### src/rtl/tach_pkg.sv
package tach_pkg;
  typedef enum logic [1:0] {
    TS_IDLE  = 2'd0,
    TS_RUN   = 2'd1,
    TS_STALL = 2'd2
  } tach_state_e;
endpackage

### src/rtl/tach_sync.sv
module tach_sync #(
  parameter int STAGES = 2
) (
  input  logic clk,
  input  logic rst,
  input  logic async_i,
  output logic level_o,
  output logic rise_o
);
  logic [STAGES-1:0] shreg;
  logic              prev_q;

  generate
    if (STAGES == 1) begin : g_one
      always_ff @(posedge clk) begin
        if (rst) shreg <= '0;
        else     shreg <= async_i;
      end
    end else begin : g_many
      always_ff @(posedge clk) begin
        if (rst) shreg <= '0;
        else     shreg <= {shreg[STAGES-2:0], async_i};
      end
    end
  endgenerate

  always_ff @(posedge clk) begin
    if (rst) prev_q <= 1'b0;
    else     prev_q <= shreg[STAGES-1];
  end

  assign level_o = shreg[STAGES-1];
  assign rise_o  = shreg[STAGES-1] & ~prev_q;
endmodule

### src/rtl/tach_prescaler.sv
module tach_prescaler #(
  parameter int DIV = 128
) (
  input  logic clk,
  input  logic rst,
  input  logic clear_i,
  output logic tick_o
);
  localparam int PW = (DIV > 2) ? $clog2(DIV) : 1;

  logic [PW-1:0] cnt_q;

  assign tick_o = (cnt_q == PW'(DIV - 1));

  always_ff @(posedge clk) begin
    if (rst || clear_i) cnt_q <= '0;
    else if (tick_o)    cnt_q <= '0;
    else                cnt_q <= cnt_q + 1'b1;
  end
endmodule

### src/rtl/tach_period_fsm.sv
module tach_period_fsm
  import tach_pkg::*;
#(
  parameter int CNT_MAX = 1048575,
  parameter int CNT_W   = $clog2(CNT_MAX + 1)
) (
  input  logic             clk,
  input  logic             rst,
  input  logic             rise_i,
  input  logic             level_i,
  input  logic             tick_i,
  output logic [CNT_W-1:0] period_o,
  output logic             valid_o,
  output logic             stall_o,
  output logic             load_o,
  output tach_state_e      state_o
);
  tach_state_e      state_q;
  logic [CNT_W-1:0] count_q;
  logic             at_ceiling;

  assign at_ceiling = tick_i && (count_q == CNT_W'(CNT_MAX - 1));
  assign state_o    = state_q;

  always_ff @(posedge clk) begin
    if (rst) begin
      state_q  <= TS_IDLE;
      count_q  <= '0;
      period_o <= '0;
      valid_o  <= 1'b0;
      stall_o  <= 1'b0;
      load_o   <= 1'b0;
    end else begin
      load_o <= 1'b0;
      case (state_q)
        TS_IDLE: begin
          if (rise_i) begin
            count_q <= '0;
            state_q <= TS_RUN;
          end
        end
        TS_RUN: begin
          if (at_ceiling) begin
            count_q  <= '0;
            period_o <= '0;
            valid_o  <= 1'b0;
            stall_o  <= 1'b1;
            load_o   <= 1'b1;
            state_q  <= TS_STALL;
          end else if (rise_i) begin
            period_o <= count_q + CNT_W'(tick_i);
            count_q  <= '0;
            valid_o  <= 1'b1;
            stall_o  <= 1'b0;
            load_o   <= 1'b1;
          end else begin
            count_q <= count_q + CNT_W'(tick_i);
          end
        end
        TS_STALL: begin
          if (!level_i) state_q <= TS_IDLE;
        end
        default: state_q <= TS_IDLE;
      endcase
    end
  end
endmodule

### src/rtl/tach_us_scaler.sv
module tach_us_scaler #(
  parameter int IN_W    = 20,
  parameter int SHIFT   = 5,
  parameter int DIVISOR = 25,
  parameter int OUT_W   = IN_W + 1
) (
  input  logic             clk,
  input  logic             rst,
  input  logic             start_i,
  input  logic [IN_W-1:0]  value_i,
  output logic [OUT_W-1:0] us_o,
  output logic             done_o
);
  localparam int NUM_W = IN_W + SHIFT;
  localparam int RW    = $clog2(DIVISOR) + 1;
  localparam int SW    = $clog2(NUM_W + 1);

  logic [NUM_W-1:0] quo_q, quo_nxt;
  logic [RW-1:0]    rem_q, rem_nxt, trial;
  logic [SW-1:0]    steps_q;
  logic             busy_q;
  logic             fits;

  always_comb begin
    trial   = {rem_q[RW-2:0], quo_q[NUM_W-1]};
    fits    = (trial >= RW'(DIVISOR));
    rem_nxt = fits ? (trial - RW'(DIVISOR)) : trial;
    quo_nxt = {quo_q[NUM_W-2:0], fits};
  end

  always_ff @(posedge clk) begin
    if (rst) begin
      quo_q   <= '0;
      rem_q   <= '0;
      steps_q <= '0;
      busy_q  <= 1'b0;
      us_o    <= '0;
      done_o  <= 1'b0;
    end else begin
      done_o <= 1'b0;
      if (start_i) begin
        quo_q   <= {value_i, {SHIFT{1'b0}}};
        rem_q   <= '0;
        steps_q <= SW'(NUM_W);
        busy_q  <= 1'b1;
      end else if (busy_q) begin
        quo_q   <= quo_nxt;
        rem_q   <= rem_nxt;
        steps_q <= steps_q - 1'b1;
        if (steps_q == SW'(1)) begin
          busy_q <= 1'b0;
          done_o <= 1'b1;
          us_o   <= quo_nxt[OUT_W-1:0];
        end
      end
    end
  end
endmodule

### src/rtl/tach_period_meter.sv
module tach_period_meter
  import tach_pkg::*;
#(
  parameter int DIV         = 128,
  parameter int CNT_MAX     = 1048575,
  parameter int SYNC_STAGES = 2,
  parameter int US_SHIFT    = 5,
  parameter int US_DIVISOR  = 25,
  parameter int CNT_W       = $clog2(CNT_MAX + 1)
) (
  input  logic             clk,
  input  logic             rst,
  input  logic             tach_i,
  output logic [CNT_W-1:0] period_o,
  output logic [CNT_W:0]   period_us_o,
  output logic             us_done_o,
  output logic             valid_o,
  output logic             stall_o
);
  logic        level_w, rise_w, tick_w, load_w;
  tach_state_e st_w;

  tach_sync #(.STAGES(SYNC_STAGES)) u_sync (
    .clk(clk), .rst(rst), .async_i(tach_i),
    .level_o(level_w), .rise_o(rise_w)
  );

  tach_prescaler #(.DIV(DIV)) u_presc (
    .clk(clk), .rst(rst), .clear_i(rise_w), .tick_o(tick_w)
  );

  tach_period_fsm #(.CNT_MAX(CNT_MAX), .CNT_W(CNT_W)) u_fsm (
    .clk(clk), .rst(rst), .rise_i(rise_w), .level_i(level_w),
    .tick_i(tick_w), .period_o(period_o), .valid_o(valid_o),
    .stall_o(stall_o), .load_o(load_w), .state_o(st_w)
  );

  tach_us_scaler #(.IN_W(CNT_W), .SHIFT(US_SHIFT), .DIVISOR(US_DIVISOR),
                   .OUT_W(CNT_W + 1)) u_scale (
    .clk(clk), .rst(rst), .start_i(load_w), .value_i(period_o),
    .us_o(period_us_o), .done_o(us_done_o)
  );
endmodule

### config.mk
export PLATFORM = sky130hd
export DESIGN_NAME = tach_period_meter
export DESIGN_NICKNAME = d
export VERILOG_FILES = /design/src/rtl/tach_pkg.sv /design/src/rtl/tach_sync.sv /design/src/rtl/tach_prescaler.sv /design/src/rtl/tach_period_fsm.sv /design/src/rtl/tach_us_scaler.sv /design/src/rtl/tach_period_meter.sv
export SDC_FILE = /design/constraint.sdc
export NUM_CORES = 1
export LEC_CHECK = 0
export ABC_AREA = 1
export BUFFER_PORTS_ARGS = -buffer_cell sky130_fd_sc_hd__buf_2
export CAP_MARGIN = 20
export CORE_UTILIZATION = 50
export CTS_CLUSTER_SIZE = 8
export DETAILED_ROUTE_END_ITERATION = 10
export PLACE_DENSITY_LB_ADDON = 0.08
export SYNTH_ARGS = -nofsm -noshare
export SYNTH_HDL_FRONTEND = slang
export SYNTH_SLANG_ARGS = --single-unit
### constraint.sdc
create_clock -name clk -period 2.81 [get_ports clk]
set_clock_uncertainty 0.15 [all_clocks]
set_input_delay 0.281 -clock clk [delete_from_list [all_inputs] [get_ports clk]]
set_output_delay 0.281 -clock clk [all_outputs]
set_load 0.03 [all_outputs]
==> run metrics, run 1 <==
critical path arrival=2.76 ns; antenna-violating nets left=0; Critical Path End=u_fsm.period_o[17]; Worst Path Required=3.12 ns; gpl congestion=0.8608; Vias/cell=5.038; clk_lat worst skew=0.53 ns; Synth Flop Type=dfxtp_1; R2R cell count=13; placed cells=856; fraction of layout cells with a size suffix above 1=0.1442; H-tree levels=4; Crit Path Max Fanout=4; Clock transition at path regs=0.06 ns; area of the die=10,520 µm²; Layout Cells excl Fill=889; clk sink count=113; Bufs on Longest Clock Path=2; CTS tree=built; Crit. path cell count=13; Placed Instance Area=5380 µm²; final setup violation count=0; via count=4,479; Final Max Tran Viols=0; YS warnings=0; crit path launch=u_presc.cnt_q[0]; Hold Crit Class=in2reg; # nets final=753; worst-path cell chain=ha_1 > nand2_1 > inv_1 > nand3_1 > inv_1 > ha_1 > nand2_1 > nor2_2 > nand3_1 > nor2_1 > xor2_1 > nand2_1 > a21oi_1; pin count of the biggest net entering global routing=35; RSZ-0062 raised after global routing=no; Post-synth EDFFs=0; worst reg2reg startpoint=u_presc.cnt_q[0]; post-route cell area=5933 µm²; GRT overflow=0; final wirelength=11,910 µm; Leak=2.630 nW; WL/cell=13.40 µm; Synth area leaders=dfxtp_1 (45%), nand2_1 (12%), inv_1 (7.4%); I/O pins=47; Final HPWL DP=8391 µm; initial drt markers=227; Mapped Nets=706; total track usage=0.2433; setup TNS=0 ns; setup bufs post-CTS=0; first-pass detailed-route iteration total=5; slowest CP cell=dfxtp_1; final setup margin=0.3565 ns; Final Power=3.683 mW; fillers=951; Cell Area, Synth=5059 µm²; core area=9774 µm²; share of the cycle needed by the critical path after routing=0.8731; Yosys cell types=38; most used cell, CP=nand2_1; DP Worst Slack=0.3735 ns; post-synthesis cell count=696; critical path capture point type=flop; Clock Tree Root=clkbuf_8; Max Cap Viol=0; Async S/R FF share, synth=0; status=completed; Final min period=2.453 ns; cell taking the most area after synthesis=dfxtp_1; VDD IR max=0.4775 mV; Worst R2R Setup Slack=0.36 ns; Syn Area/Cell=7.268 µm²; total CTS buffers=17; Residual DRC=0; buffers added on ports=46; Rows=36; first-pass GRT wire length=19,490 µm; fmax=0.4076 GHz; worst hold slack=0.04454 ns; Ant. Diodes=0; number of global-route vias before repair=4,083; RR Endpoint=u_fsm.period_o[17]; Starting Density=0.5175; fin util=0.6070; worst path buffer plus inverter count=2; initial antenna violation count=0; post-synthesis sequential area ratio=0.4472; Die Y=102.6 µm; Worst slew margin=0.5697; Fin. Hold Viols=0; top cell type's share of synthesized area=0.4472; area grow syn2layout=17.29%; Worst Tran Pin Value=0.6447 ns; Worst Setup Start Kind=flop; Setup CP Type=reg2reg; #FFs+latches synth=113; width of the chip=102.6 µm; Crit path largest cell delay=0.36 ns; critical path's top delay family=simple AND/OR/NAND/NOR gates; PD cells=620.7 nW/µm²
[kinds of logic after synthesis]
logic type      count (synthesis)  share of synthesized area
simple gates                  282                     0.2493
compound gates                147                     0.1556
buf+inv                       132                     0.1046
flops                         113                     0.4472
xor+xnor                       15                    0.02597
fa+ha+maj                       7                    0.01731
[layout by cell type (no fill, tap or decap), types with 10 or more instances in the layout]
cell	count
nand3_1	27
buf_2	46
nand4_1	17
inv_1	100
o21ai_0	53
nand2_1	159
clkbuf_16	16
a21oi_1	71
nor2_1	55
dfxtp_1	113
xor2_1	10
[registers in the layout, indices dropped and copies added, names as in the netlist]
register / flops
u_presc.cnt_q: 7
u_fsm.load_o: 1
u_fsm.period_o: 20
u_scale.us_o: 21
u_sync.shreg: 2
u_fsm.state_o: 2
u_fsm.stall_o: 1
u_fsm.valid_o: 1
u_scale.done_o: 1
u_scale.rem_q: 5
u_sync.prev_q: 1
u_scale.steps_q: 5
u_scale.quo_q: 25
u_fsm.count_q: 20
u_scale.busy_q: 1
[worst min path at each step]
stage	endpoint	depth (start not counted)	from
floorplan	u_scale.done_o	1	rst
global placement	u_sync.shreg[1]	2	u_sync.shreg[0]
detailed placement	u_sync.shreg[1]	2	u_sync.shreg[0]
CTS	u_fsm.load_o	2	rst
global route	u_fsm.load_o	2	rst
finish	u_fsm.load_o	2	rst
[power breakdown]
group | leakage [nW] | internal [mW] | switching [mW] | total, mW
logic | 1.45 | 0.0198 | 0.0654 | 0.0853
clock network | 0.264 | 1.25 | 0.734 | 1.98
registers | 0.911 | 1.61 | 0.00523 | 1.62
total | 2.63 | 2.88 | 0.805 | 3.68
[layout make-up]
class                   count  area (µm²)  share of cell area
well taps                 133       166.4             0.02805
repair buffers             55       300.3             0.05061
clock buffers              20       425.4             0.07170
multi-input cells         451        2267              0.3821
flip-flops and latches    113        2262              0.3813
clock inverters            12       117.6             0.01982
inverters                 105       394.1             0.06643
[layer usage]
metal / wire [µm] / vias up / GRT usage
met5: 0 / - / 0
met4: 162 / 0 / 0.08242
met3: 605 / 13 / 0.07932
met2: 5448 / 89 / 0.3831
met1: 5697 / 2060 / 0.3134
li1: - / 2317 / -
[what timing repair did]
item	4_1_cts	5_1_grt
hold buffers	1	0
hold endpoints to repair	1	0
resized for setup	0	0
[Yosys cell counts, types with 4 or more instances]
cell      number
xnor2_1        5
a22oi_1        8
nand3_1       27
nor2_2         4
xor2_1        10
ha_1           7
o21ai_0       53
dfxtp_1      113
a21oi_1       71
clkbuf_1      16
inv_2          5
nand4_1       17
inv_1        100
nor2_4         7
nand2_1      159
nor2_1        55
Power figures use the tool's default switching activity.
==> inputs of run 2 (changes only) <==
--- a/config.mk
+++ b/config.mk
@@ -12,6 +12,8 @@
 export CTS_CLUSTER_SIZE = 8
 export DETAILED_ROUTE_END_ITERATION = 10
 export PLACE_DENSITY_LB_ADDON = 0.08
+export REMOVE_ABC_BUFFERS = 1
+export SLEW_MARGIN = 20
 export SYNTH_ARGS = -nofsm -noshare
 export SYNTH_HDL_FRONTEND = slang
 export SYNTH_SLANG_ARGS = --single-unit
==> run 2 against run 1 <==
Effect of this change: non-clock buffer count rose by 2; power barely moved; worst hold slack improved by 0.22 ns; critical path depth did not move; core utilization rose by 0.29 points; die area did not move; routed wire length fell by 0.55%; combinational power barely moved; clock power barely moved; design area rose by 0.49%; sequential share of layout area fell by 0.18 points.
==> run metrics, run 2 (same netlist as run 1, synthesis figures left out) <==
Rows=36 (unchanged); critical path capture point type=flop (unchanged); Die Y=102.6 µm (unchanged); Residual DRC=0 (unchanged); Final Max Tran Viols=0 (unchanged); Post-CTS Resized=0 (unchanged); GRT overflow=0 (unchanged); R2R cell count=13 (unchanged); register name with the most flops=u_scale.quo_q (unchanged); WL/cell=13.30 µm (was 13.40 µm); core area=9774 µm² (unchanged); Final HPWL DP=8209 µm (was 8391 µm); most common cell after layout, fill and taps aside=nand2_1 (unchanged); PD cells=618.3 nW/µm² (was 620.7 nW/µm²); critical path arrival=2.73 ns (was 2.76 ns); initial drt markers=142 (was 227); Vias/cell=5.022 (was 5.038); most frequent cells in the layout=nand2_1 (159), dfxtp_1 (113), inv_1 (100), a21oi_1 (71), nor2_1 (55) (unchanged); width of the chip=102.6 µm (unchanged); VDD IR max=0.4851 mV (was 0.4775 mV); Ant. Diodes=0 (unchanged); Final min period=2.421 ns (was 2.453 ns); Largest register FFs=25 (unchanged); status=completed (unchanged); area of the die=10,520 µm² (unchanged); Hold Crit Class=reg2reg (was in2reg); Worst Tran Pin Value=0.6527 ns (was 0.6447 ns); Clock Tree Root=clkbuf_8 (unchanged); Leak=2.652 nW (was 2.630 nW); Max Cap Viol=0 (unchanged); share of the cycle needed by the critical path after routing=0.8616 (was 0.8731); initial antenna violation count=0 (unchanged); biggest regs=u_scale.quo_q (25), u_scale.us_o (21) (unchanged); via count=4,475 (was 4,479); total CTS buffers=17 (unchanged); setup TNS=0 ns (unchanged); CTS tree=built (unchanged); total track usage=0.2441 (was 0.2433); Setup CP Type=reg2reg (unchanged); gpl congestion=1.031 (was 0.8608); Worst slew margin=0.5644 (was 0.5697); Placed Instance Area=5380 µm² (unchanged); post-route cell area=5962 µm² (was 5933 µm²); number of global-route vias before repair=4,058 (was 4,083); Crit Path Max Fanout=4 (unchanged); fraction of layout cells with a size suffix above 1=0.1412 (was 0.1442); H-tree levels=4 (unchanged); pin count of the biggest net entering global routing=40 (was 35); fin util=0.6100 (was 0.6070); buffers added on ports=46 (unchanged); Bufs on Longest Clock Path=2 (unchanged); I/O pins=47 (unchanged); RSZ-0062 raised after global routing=no (unchanged); Worst Setup Start Kind=flop (unchanged); hold depth=2 (unchanged); Starting Density=0.5175 (unchanged); # nets final=755 (was 753); worst reg2reg startpoint=u_presc.cnt_q[0] (unchanged); antenna-violating nets left=0 (unchanged); hold_sp=u_sync.shreg[0] (was rst); Fin. Hold Viols=0 (unchanged); area grow syn2layout=17.86% (was 17.29%); clk sink count=113 (unchanged); first-pass detailed-route iteration total=5 (unchanged); clk_lat worst skew=0.52 ns (was 0.53 ns); Clock transition at path regs=0.05 ns (was 0.06 ns); crit path launch=u_presc.cnt_q[0] (unchanged); final setup violation count=0 (unchanged); final wirelength=11,850 µm (was 11,910 µm); fmax=0.4130 GHz (was 0.4076 GHz); first-pass GRT wire length=19,460 µm (was 19,490 µm); Worst Path Required=3.11 ns (was 3.12 ns)
==> run 2: cell count changes in the layout (fill, tap and decap cells not counted) <==
cell           before  now
clkbuf_8            1    6
clkinv_2            7    4
dlygate4sd3_1       1    3
clkinvlp_4          3    0
bufinv_16           2    1
clkbuf_1            3    5
==> run 2: final timing paths <==
path	end	slack (ns)
worst max-delay path	u_fsm.period_o[17]	0.39
worst min-delay path	u_sync.shreg[1]	0.26
worst max register to register	u_fsm.period_o[17]	0.39
worst min register to register	u_sync.shreg[1]	0.26
==> run 2: metal layers <==
metal	track usage	vias to the layer above	wire length, µm
met5	0	-	0
met4	0.1066	0	165
met3	0.06169	14	489
met2	0.3903	92	5581
met1	0.3116	2045	5610
li1	-	2324	-
==> run 2: repair_timing <==
item,in CTS,in global routing
hold buffers,3,0
endpoints found under the setup margin,0,0
endpoints found under the hold margin,9,0
buffers inserted,0,0
==> run 2: worst max-delay path, stage by stage (launching register included) <==
cell	delay [ns]
dfxtp_1	0.36
ha_1	0.20
nand2_1	0.06
inv_1	0.07
nand3_1	0.09
inv_1	0.18
ha_1	0.22
nand2_1	0.13
nor2_2	0.19
nand3_1	0.16
nor2_1	0.14
xor2_1	0.21
nand2_1	0.07
a21oi_1	0.13
==> run 2: power breakdown <==
part	switching, mW	total [mW]	leakage (nW)	internal [mW]
Combinational	0.0646	0.0854	1.46	0.0208
Sequential	0.00546	1.62	0.911	1.61
Clock	0.700	1.98	0.276	1.28
Total	0.770	3.69	2.65	2.92
==> run 2: cell type report <==
cell class,count,area [µm²]
flip-flops and latches,113,2262
repair buffers,57,320.3
well taps,133,166.4
inverters,105,394.1
multi-input cells,451,2267
clock inverters,5,50.05
fillers,919,3812
clock buffers,27,501.7
==> run 2: metrics by stage <==
| step | hold slack, ns | total power, mW | setup WS (ns) | std cells |
|---|---|---|---|---|
| final | 0.2596 | 3.686 | 0.3888 | 891 |
| after detailed placement | 0.2491 | 1.733 | 0.3994 | 856 |
| after global routing | 0.2709 | 3.802 | 0.1232 | 891 |
| after CTS | 0.2661 | 3.720 | 0.3903 | 891 |
| after floorplan | 0.2001 | 1.697 | 0.6532 | 669 |
| after global placement | 0.2491 | 1.732 | 0.4966 | 856 |
